**config.mk**
```make
export PLATFORM = sky130hd
export DESIGN_NAME = irsym_sequencer
export DESIGN_NICKNAME = d
export VERILOG_FILES = /design/src/rtl/irsym_pkg.sv /design/src/rtl/irsym_fifo.sv /design/src/rtl/irsym_player.sv /design/src/rtl/irsym_irq.sv /design/src/rtl/irsym_sequencer.sv
export SDC_FILE = /design/constraint.sdc
export NUM_CORES = 2
export LEC_CHECK = 0
export BUFFER_PORTS_ARGS = -buffer_cell sky130_fd_sc_hd__buf_2
export CAP_MARGIN = 20
export CORE_MARGIN = 2
export CORE_UTILIZATION = 63
export DETAILED_ROUTE_END_ITERATION = 10
export PLACE_DENSITY = 0.79
export SLEW_MARGIN = 20
export SYNTH_ARGS = -nofsm -noshare
export SYNTH_HDL_FRONTEND = slang
export SYNTH_SLANG_ARGS = --single-unit
```
**constraint.sdc**
```tcl
create_clock -name clk -period 4.3 [get_ports clk]
set_input_delay 0.43 -clock clk [delete_from_list [all_inputs] [get_ports clk]]
set_output_delay 0.43 -clock clk [all_outputs]
set_load 0.005 [all_outputs]
```
**src/rtl/irsym_pkg.sv**
```systemverilog
package irsym_pkg;
  localparam int DLY_W   = 10;
  localparam int TB_W    = 2;
  localparam int N_TB    = 4;
  localparam int WORD_W  = 17;
  // field positions shared by the writer and the decoder
  localparam int PUSH_BIT = 16;
  localparam int MARK_BIT = 12;
  localparam int TB_LSB   = 10;
  localparam int PEND_BIT = 16;
  localparam int EN_BIT   = 8;
  localparam int THR_W    = 8;

  typedef enum logic [TB_W-1:0] {
    TB_1US  = 2'd0,
    TB_10US = 2'd1,
    TB_100US = 2'd2,
    TB_CAR  = 2'd3
  } tbase_e;

  typedef struct packed {
    logic             mark;
    tbase_e           tb;
    logic [DLY_W-1:0] delay;
  } sym_t;

  localparam int SYM_W = $bits(sym_t);
endpackage

```
**src/rtl/irsym_fifo.sv**
```systemverilog
module irsym_fifo #(
  parameter int W     = 13,
  parameter int DEPTH = 128,
  localparam int AW   = $clog2(DEPTH),
  localparam int LW   = $clog2(DEPTH + 1)
) (
  input  logic          clk,
  input  logic          rst_n,
  input  logic          push,
  input  logic [W-1:0]  din,
  input  logic          pop,
  output logic [W-1:0]  dout,
  output logic [LW-1:0] level,
  output logic          full,
  output logic          empty
);
  logic [W-1:0]  mem [DEPTH];
  logic [AW-1:0] wr_ptr, rd_ptr;
  logic          push_ok, pop_ok;

  assign full    = (level == LW'(DEPTH));
  assign empty   = (level == '0);
  assign push_ok = push && !full;
  assign pop_ok  = pop && !empty;
  assign dout    = mem[rd_ptr];

  always_ff @(posedge clk) begin
    if (push_ok) mem[wr_ptr] <= din;
  end

  always_ff @(posedge clk) begin
    if (!rst_n) begin
      wr_ptr <= '0;
      rd_ptr <= '0;
      level  <= '0;
    end else begin
      if (push_ok) wr_ptr <= (wr_ptr == AW'(DEPTH - 1)) ? '0 : wr_ptr + 1'b1;
      if (pop_ok)  rd_ptr <= (rd_ptr == AW'(DEPTH - 1)) ? '0 : rd_ptr + 1'b1;
      case ({push_ok, pop_ok})
        2'b10:   level <= level + 1'b1;
        2'b01:   level <= level - 1'b1;
        default: level <= level;
      endcase
    end
  end


  level_bound_chk: assert property (@(posedge clk) disable iff (!rst_n)
    level <= LW'(DEPTH));

  level_step_chk: assert property (@(posedge clk) disable iff (!rst_n)
    (level == $past(level)) || (level == $past(level) + 1'b1) || (level + 1'b1 == $past(level)));
endmodule

```
**src/rtl/irsym_player.sv**
```systemverilog
module irsym_player
  import irsym_pkg::*;
(
  input  logic            clk,
  input  logic            rst_n,
  input  logic [N_TB-1:0] ticks,
  input  sym_t            head,
  input  logic            empty,
  output logic            pop,
  output logic            gate,
  output logic            busy
);
  logic             busy_q, mark_q;
  tbase_e           tb_q;
  logic [DLY_W-1:0] cnt_q;
  logic             tick_sel, done;

  assign tick_sel = ticks[tb_q];
  assign done     = busy_q && tick_sel && (cnt_q == '0);
  assign pop      = !empty && (!busy_q || done);
  assign gate     = busy_q && mark_q;
  assign busy     = busy_q;

  always_ff @(posedge clk) begin
    if (!rst_n) begin
      busy_q <= 1'b0;
      mark_q <= 1'b0;
      tb_q   <= TB_1US;
      cnt_q  <= '0;
    end else if (pop) begin
      busy_q <= 1'b1;
      mark_q <= head.mark;
      tb_q   <= head.tb;
      cnt_q  <= head.delay;
    end else if (done) begin
      busy_q <= 1'b0;
      mark_q <= 1'b0;
    end else if (busy_q && tick_sel) begin
      cnt_q <= cnt_q - 1'b1;
    end
  end


  cnt_on_tick_chk: assert property (@(posedge clk) disable iff (!rst_n)
    (busy_q && $past(busy_q) && !$past(pop) && (cnt_q != $past(cnt_q))) |-> $past(tick_sel));
endmodule

```
**src/rtl/irsym_irq.sv**
```systemverilog
module irsym_irq
  import irsym_pkg::*;
#(
  parameter int LW         = 8,
  parameter int THRESH_DEF = 32
) (
  input  logic              clk,
  input  logic              rst_n,
  input  logic              ctrl_we,
  input  logic [WORD_W-1:0] ctrl_data,
  input  logic [LW-1:0]     level,
  output logic              pending
);
  logic [THR_W-1:0] thresh_q;
  logic             en_q, cond, cond_q, set;

  assign cond = en_q && (int'(level) <= int'(thresh_q));
  assign set  = cond && !cond_q;

  always_ff @(posedge clk) begin
    if (!rst_n) begin
      thresh_q <= THR_W'(THRESH_DEF);
      en_q     <= 1'b0;
      cond_q   <= 1'b0;
      pending  <= 1'b0;
    end else begin
      cond_q <= cond;
      if (ctrl_we) begin
        thresh_q <= ctrl_data[THR_W-1:0];
        en_q     <= ctrl_data[EN_BIT];
      end
      if (set) pending <= 1'b1;
      else if (ctrl_we && !ctrl_data[PEND_BIT]) pending <= 1'b0;
    end
  end


  pend_needs_en_chk: assert property (@(posedge clk) disable iff (!rst_n)
    $rose(pending) |-> $past(en_q));

  pend_clear_src_chk: assert property (@(posedge clk) disable iff (!rst_n)
    $fell(pending) |-> ($past(ctrl_we) && !$past(ctrl_data[PEND_BIT])));
endmodule

```
**src/rtl/irsym_sequencer.sv**
```systemverilog
module irsym_sequencer
  import irsym_pkg::*;
#(
  parameter int DEPTH      = 128,
  parameter int THRESH_DEF = 32,
  localparam int LW        = $clog2(DEPTH + 1)
) (
  input  logic              clk,
  input  logic              rst_n,
  input  logic              wr_valid,
  input  logic              wr_sel,
  input  logic [WORD_W-1:0] wr_data,
  input  logic              tick_1us,
  input  logic              tick_10us,
  input  logic              tick_100us,
  input  logic              tick_carrier,
  output logic              carrier_gate,
  output logic              irq,
  output logic              busy,
  output logic [LW-1:0]     fifo_level,
  output logic              overflow
);
  logic             sym_we, ctrl_we, full, empty, pop;
  logic [SYM_W-1:0] fifo_dout;
  sym_t             head;
  logic             unused_bits;

  assign unused_bits = &{1'b0, wr_data[15:13]};
  assign sym_we  = wr_valid && !wr_sel && wr_data[PUSH_BIT];
  assign ctrl_we = wr_valid && wr_sel;
  assign head    = sym_t'(fifo_dout);

  irsym_fifo #(.W(SYM_W), .DEPTH(DEPTH)) u_fifo (
    .clk   (clk),
    .rst_n (rst_n),
    .push  (sym_we),
    .din   ({wr_data[MARK_BIT], wr_data[TB_LSB +: TB_W], wr_data[DLY_W-1:0]}),
    .pop   (pop),
    .dout  (fifo_dout),
    .level (fifo_level),
    .full  (full),
    .empty (empty)
  );

  irsym_player u_player (
    .clk   (clk),
    .rst_n (rst_n),
    .ticks ({tick_carrier, tick_100us, tick_10us, tick_1us}),
    .head  (head),
    .empty (empty),
    .pop   (pop),
    .gate  (carrier_gate),
    .busy  (busy)
  );

  irsym_irq #(.LW(LW), .THRESH_DEF(THRESH_DEF)) u_irq (
    .clk       (clk),
    .rst_n     (rst_n),
    .ctrl_we   (ctrl_we),
    .ctrl_data (wr_data),
    .level     (fifo_level),
    .pending   (irq)
  );

  always_ff @(posedge clk) begin
    if (!rst_n) overflow <= 1'b0;
    else if (sym_we && full) overflow <= 1'b1;
  end


  ovf_sticky_chk: assert property (@(posedge clk) disable iff (!rst_n)
    $past(overflow) |-> overflow);

  idle_when_empty_chk: assert property (@(posedge clk) disable iff (!rst_n)
    $fell(busy) |-> ($past(fifo_level) == '0));

  gate_at_boundary_chk: assert property (@(posedge clk) disable iff (!rst_n)
    (carrier_gate != $past(carrier_gate)) |-> ($past(pop) || !busy));
endmodule

```
# After elaboration in Yosys (flattened, before gate mapping)
# Memory sizes are Yosys's and may differ from the RTL's. A register that Yosys moved wholly into a read port is not among the register bits.
# Cells that the tools add are included.
# classes
n_addsub	5
order_cmp	2
n_eq_ne	6
n_mux	17
n_reduce_logical	27
# op_table
cell	n
2-to-1 mux 10 bit	3
2-to-1 mux 7 bit	4
one-hot mux 8 bit (2 select lines)	1
adder 7 x 1 -> 7 bit (second input constant)	2
equality test 7 bit (second input constant)	2
logical AND 1 bit	13
logical NOT 10 bit	1
subtractor 10 x 1 -> 10 bit (second input constant)	1
adder 8 x 1 -> 8 bit (second input constant)	1
equality test 8 bit (second input constant)	1
less-or-equal comparator 8 bit	1
logical NOT 8 bit	1
2-to-1 mux 1 bit	8
nonzero test 2 bit	4
subtractor 8 x 1 -> 8 bit (second input constant)	1
logical NOT 1 bit	6
less-than comparator 2 x 3 -> 1 bit (second input constant)	1
binary-select mux 1 bit (select 2 bit)	1
equality test 2 x 1 -> 1 bit (second input constant)	1
equality test 2 bit (second input constant)	1
!= test 2 bit (second input constant)	1
AND reduction 2 bit	1
logical OR 1 bit	1
# word_totals
reg_bits	48
mem_bits_rw	1664
input_bits	25
out_inout_bits	12
n_memories	1
# mem_list
name	depth	width	rd	rd_clocked_by_memory_dff	write_ports	line_no	text
u_fifo.mem	128	13	1	1	1	irsym_fifo.sv:17	logic [W-1:0] mem [DEPTH];

# Logic depth before layout (Yosys ltp)
# depth
depth_word	9
ltp_mapped	17
ltp_nobuf	15

# Cells and area by module
# From an unflattened synthesis, not the netlist that was laid out.
# unflattened
cells_unflattened	3387
area_unflattened_um2	67194.4
# modules_own_cells
mod	instances	cells_per_inst	area_per_inst_um2	seq_area_each_um2
irsym_fifo	1	3206	65626.7	50548.5
irsym_player	1	110	909.6	280.3
irsym_irq	1	64	603.1	220.2
irsym_sequencer	1	7	55.1	20.0

# Least setup slack after synthesis
# Ideal clock, no wire load.
# synth_timing
kind	reg-to-reg
from	register u_player.cnt_q[2]
to	register u_fifo.level[4]
setup_time_ps	71
arrival_time_ps	3349
required_ps	4229
path_slack_ps	881
stages_incl_launch_ff	16
path_buffers	2
synth_period_minus_slack_ps	3419
path_cell_list	dfxtp_1 > nor4_2 > nand4_1 > a21o_1 > inv_1 > buf_2 > ha_1 > buf_1 > xor2_1 > ha_1 > a21o_1 > a32oi_1 > o21a_1 > xnor2_1 > or3_1 > a21oi_1
# synth_via
elab_chain_cells	7
word_cells_on_any_way	9
# synth_rtl
element	line_no	text
from (decl)	irsym_player.sv:15	logic [DLY_W-1:0] cnt_q;
from (signal assigned)	irsym_player.sv:34	cnt_q <= head.delay;
from (signal assigned)	irsym_player.sv:39	cnt_q <= cnt_q - 1'b1;
logical NOT 10 bit (*)	irsym_player.sv:19	assign done = busy_q && tick_sel && (cnt_q == '0);
logical AND 1 bit (*)	irsym_player.sv:19	
logical OR 1 bit (*)	irsym_player.sv:20	assign pop = !empty && (!busy_q || done);
logical AND 1 bit (*)	irsym_player.sv:20	
logical AND 1 bit (*)	irsym_fifo.sv:24	assign pop_ok = pop && !empty;
equality test 2 x 1 -> 1 bit or equality test 2 bit (tied branches)	irsym_fifo.sv:39	case ({push_ok, pop_ok})
one-hot mux 8 bit (2 select lines) or nonzero test 2 bit (tied branches)	n/a	
to (signal assigned)	irsym_fifo.sv:40	2'b10: level <= level + 1'b1;
to (signal assigned)	irsym_fifo.sv:41	2'b01: level <= level - 1'b1;
to (signal assigned)	irsym_fifo.sv:42	default: level <= level;
to (decl)	irsym_fifo.sv:13	output logic [LW-1:0] level,
# Mark *: on every way between the ends. The rest lies on a longest branch, timed or not.
# A chain may end at the register's enable or synchronous reset.

# Worst setup path in the final report
# layout_timing
from	register u_player.cnt_q[2]
to	register u_fifo.level[6]
# The elaborated chain is that of the path after synthesis.

==> results by group <==
Clock network
  – H-tree levels: 4
  – Max clock buf depth: 3
  – Post-cts sizing count: 0
  – TritonCTS Buffers: 162
  – Total clock sinks: 1719
  – CTS tree: built
  – CTS Root Cell: clkbuf_16
  – Clock Pin Slew Worst Setup and Hold Paths: 0.06 ns
  – Clk Latency, worst-skew pair: 0.78 ns

STA
  – Worst slew margin: 0.1854
  – Pins Over Slew Limit: 0
  – Peak Freq: approximately 0.27 GHz
  – Final setup viols: 0
  – Worst clock skew: 0.02742 ns
  – Setup TNS: 0 ns
  – Hold Fails Final Rpt: 0
  – Period utilization: 0.8640
  – RSZ-0062 raised after global routing: no
  – Worst-Margin Slew: ~1.2 ns
  – Fin crit period: roughly 3.7 ns
  – Final WS setup: 0.5847 ns

Logic synthesis
  – Synth cell types: 67
  – Async set-reset flop share out of synthesis: 0
  – Top cell type's share of synthesized area: 0.7507
  – Yosys Warn Count: 0
  – EDFF count, synth: 1664
  – Synth Flop Type: edfxtp_1
  – Most frequent cell after synthesis: edfxtp_1
  – Post-Syn Instances: 3188
  – Synth area leader: edfxtp_1
  – Synth area leaders: edfxtp_1 (75%), mux4_2 (13%), a22oi_1 (2.0%)
  – Synthesized Nets: 3228
  – Seq/Total Area, Yosys: 0.7672
  – #FFs+latches synth: between 1500 and 2000
  – Syn Area/Cell: 20.88 sq um
  – Synth top cells by count: edfxtp_1 (1664), mux4_2 (381), a22oi_1 (175)
  – Mapped cell area: 66560 sq um

Die
  – Die width: about 330 microns
  – Initial core utilization: 0.6341
  – # IOs: 37
  – Die area: 108300 sq um
  – Row cnt: about 120
  – Die H: 329.0 microns
  – Placeable Area: 105000 sq um

Place
  – Pre-CTS setup slack: 0.5829 ns
  – PortBufs: 33
  – DP HPWL: roughly 99 mm
  – Final Wtd Congestion: 0.9527
  – Number of placed instances with taps included: about 4700

Worst setup path
  – Slowest CP cell: ha_1
  – Worst setup SP type: flip-flop
  – Cell Chain, Critical Path: nor4_2 -> nand4_1 -> a21o_1 -> inv_1 -> ha_1 -> xor2_1 -> ha_1 -> a21o_1 -> a32oi_1 -> o21a_1 -> o211ai_1 -> and3_1 -> o21a_1
  – Worst R2R Setup Slack: 0.58 ns
  – CP required: 4.96 ns
  – Slowest Stage Delay on Critical Path: ~0.5 ns
  – Critical path's top delay family: compound AO/OA/AOI/OAI gates
  – Crit path DAT: 4.37 ns
  – Crit-path max FO: 15
  – Worst path bufs/invs: 1
  – Critical path class: reg2reg
  – CP endpoint kind: flip-flop

Routing
  – 1st-iter DRT viols: 5158
  – Drt drc: 0
  – Detailed Route WL: approximately 170 mm
  – Vias: 34730
  – Routed Antenna Nets: 0
  – Drt wl/cell: 33.45 microns
  – Drt first pass iters: 8
  – Number of vias per cell: about 7.0

Global routing
  – Vias in the first global route: 35500
  – Total gr overflow: 0
  – Largest net degree at the start of global routing: 99
  – Initial antenna violation count: 2
  – First-pass GRT wire length: 241.2 mm
  – All-layer global routing usage: 0.3117

Finish
  – Layout cell share with drive strength beyond 1: 0.2525
  – Fillcell total: 5836
  – Area Growth Syn to Fin: 12.39%
  – Final nets: 3466
  – Fin cells: 4952
  – N_diodes: 0

Job
  – Max Cap Viol: 0

Power and ir drop
  – Power after layout: between 0.04 and 0.05 W
  – LEAKAGE: 23.21 nW
  – Worst-case vdd ir drop: 0.0003574 V
  – Pwr/cell area: 539.0 nW/um^2

Outcome
  – Outcome: finished clean

Min path
  – Hold Path Class: in2reg
report_power, final:
part | total (W) | switching [W] | internal (W) | leakage (nW)
combinational | 0.00716 | 0.00387 | 0.00329 | 5.20
clock | 0.0144 | 0.00617 | 0.00825 | 2.61
sequential | 0.0188 | 0.000291 | 0.0185 | 15.4
cell type report:
cell class,instances,area [sq um],share of cell area
clock inverter,92,1075,0.01437
sequential,1719,51080,0.6828
multi-input combinational,1266,14440,0.1930
tap,1391,1740,0.02326
timing repair buffer,254,2076,0.02775
inverter,23,86.33,0.001154
clock buffer,207,4317,0.05770
kinds of logic (layout without fill, tap and decap cells):
logic type,count (synthesis),after routing,share of synthesized area
flops,1719,1719,0.7672
fa+ha+maj,15,15,0.002820
compound gates,389,389,0.03981
mux,472,472,0.1445
xor+xnor,25,25,0.003290
simple gates,365,365,0.02541
buf+inv,203,576,0.01688
worst paths after layout:
kind,endpoint,depth (start not counted),startpoint
worst max-delay path,u_fifo.level[6],13,u_player.cnt_q[2]
worst min-delay path,u_fifo.mem[43][2],1,wr_data[2]
worst max register to register,u_fifo.level[6],13,u_player.cnt_q[2]
worst min register to register,u_irq.pending,1,u_irq.cond_q
cells in the final DEF, fill, tap and decap left out, types with 39 or more instances in the layout:
| master | n |
|---|---|
| dfxtp_1 | 51 |
| mux4_2 | 381 |
| buf_4 | 215 |
| nand2_1 | 64 |
| clkbuf_16 | 165 |
| a21oi_1 | 102 |
| nor2_1 | 168 |
| a22oi_1 | 175 |
| edfxtp_1 | 1664 |
| mux2i_1 | 72 |
| clkbuf_1 | 39 |
through the flow:
step	instance area, sq um	util	hold slack [ns]
2_1_floorplan	66560	-	0.3983
3_3_place_gp	69390	0.6611	0.4107
3_5_place_dp	69410	0.6612	0.4179
4_1_cts	74810	0.7127	0.04087
5_1_grt	74810	0.7127	0.06962
6_report	74810	0.7127	0.07011
layer usage:
layer  up-vias  wire length, microns  global-route usage
met5         -                    60                   0
met4         8                  8313              0.1419
met3       497                 17760             0.07624
met2      2530                 82690              0.5095
met1     17880                 56810              0.4017
li1      13820                     -                   -
flip-flops by register name (all words and copies together), names as in the netlist, named ones only:
name,count
overflow,1
u_player.tb_q,2
u_irq.en_q,1
u_fifo.wr_ptr,7
u_player.mark_q,1
u_fifo.rd_ptr,7
u_player.cnt_q,10
u_irq.cond_q,1
u_irq.pending,1
u_fifo.mem,1664
u_player.busy,1
u_irq.thresh_q,8
u_fifo.level,8
what timing repair did:
item                                   4_1_cts  5_1_grt
hold buffers                                 1        0
buffers inserted                             0        0
endpoints found under the hold margin        1        0
No activity file was read; power rests on OpenSTA's default activity.
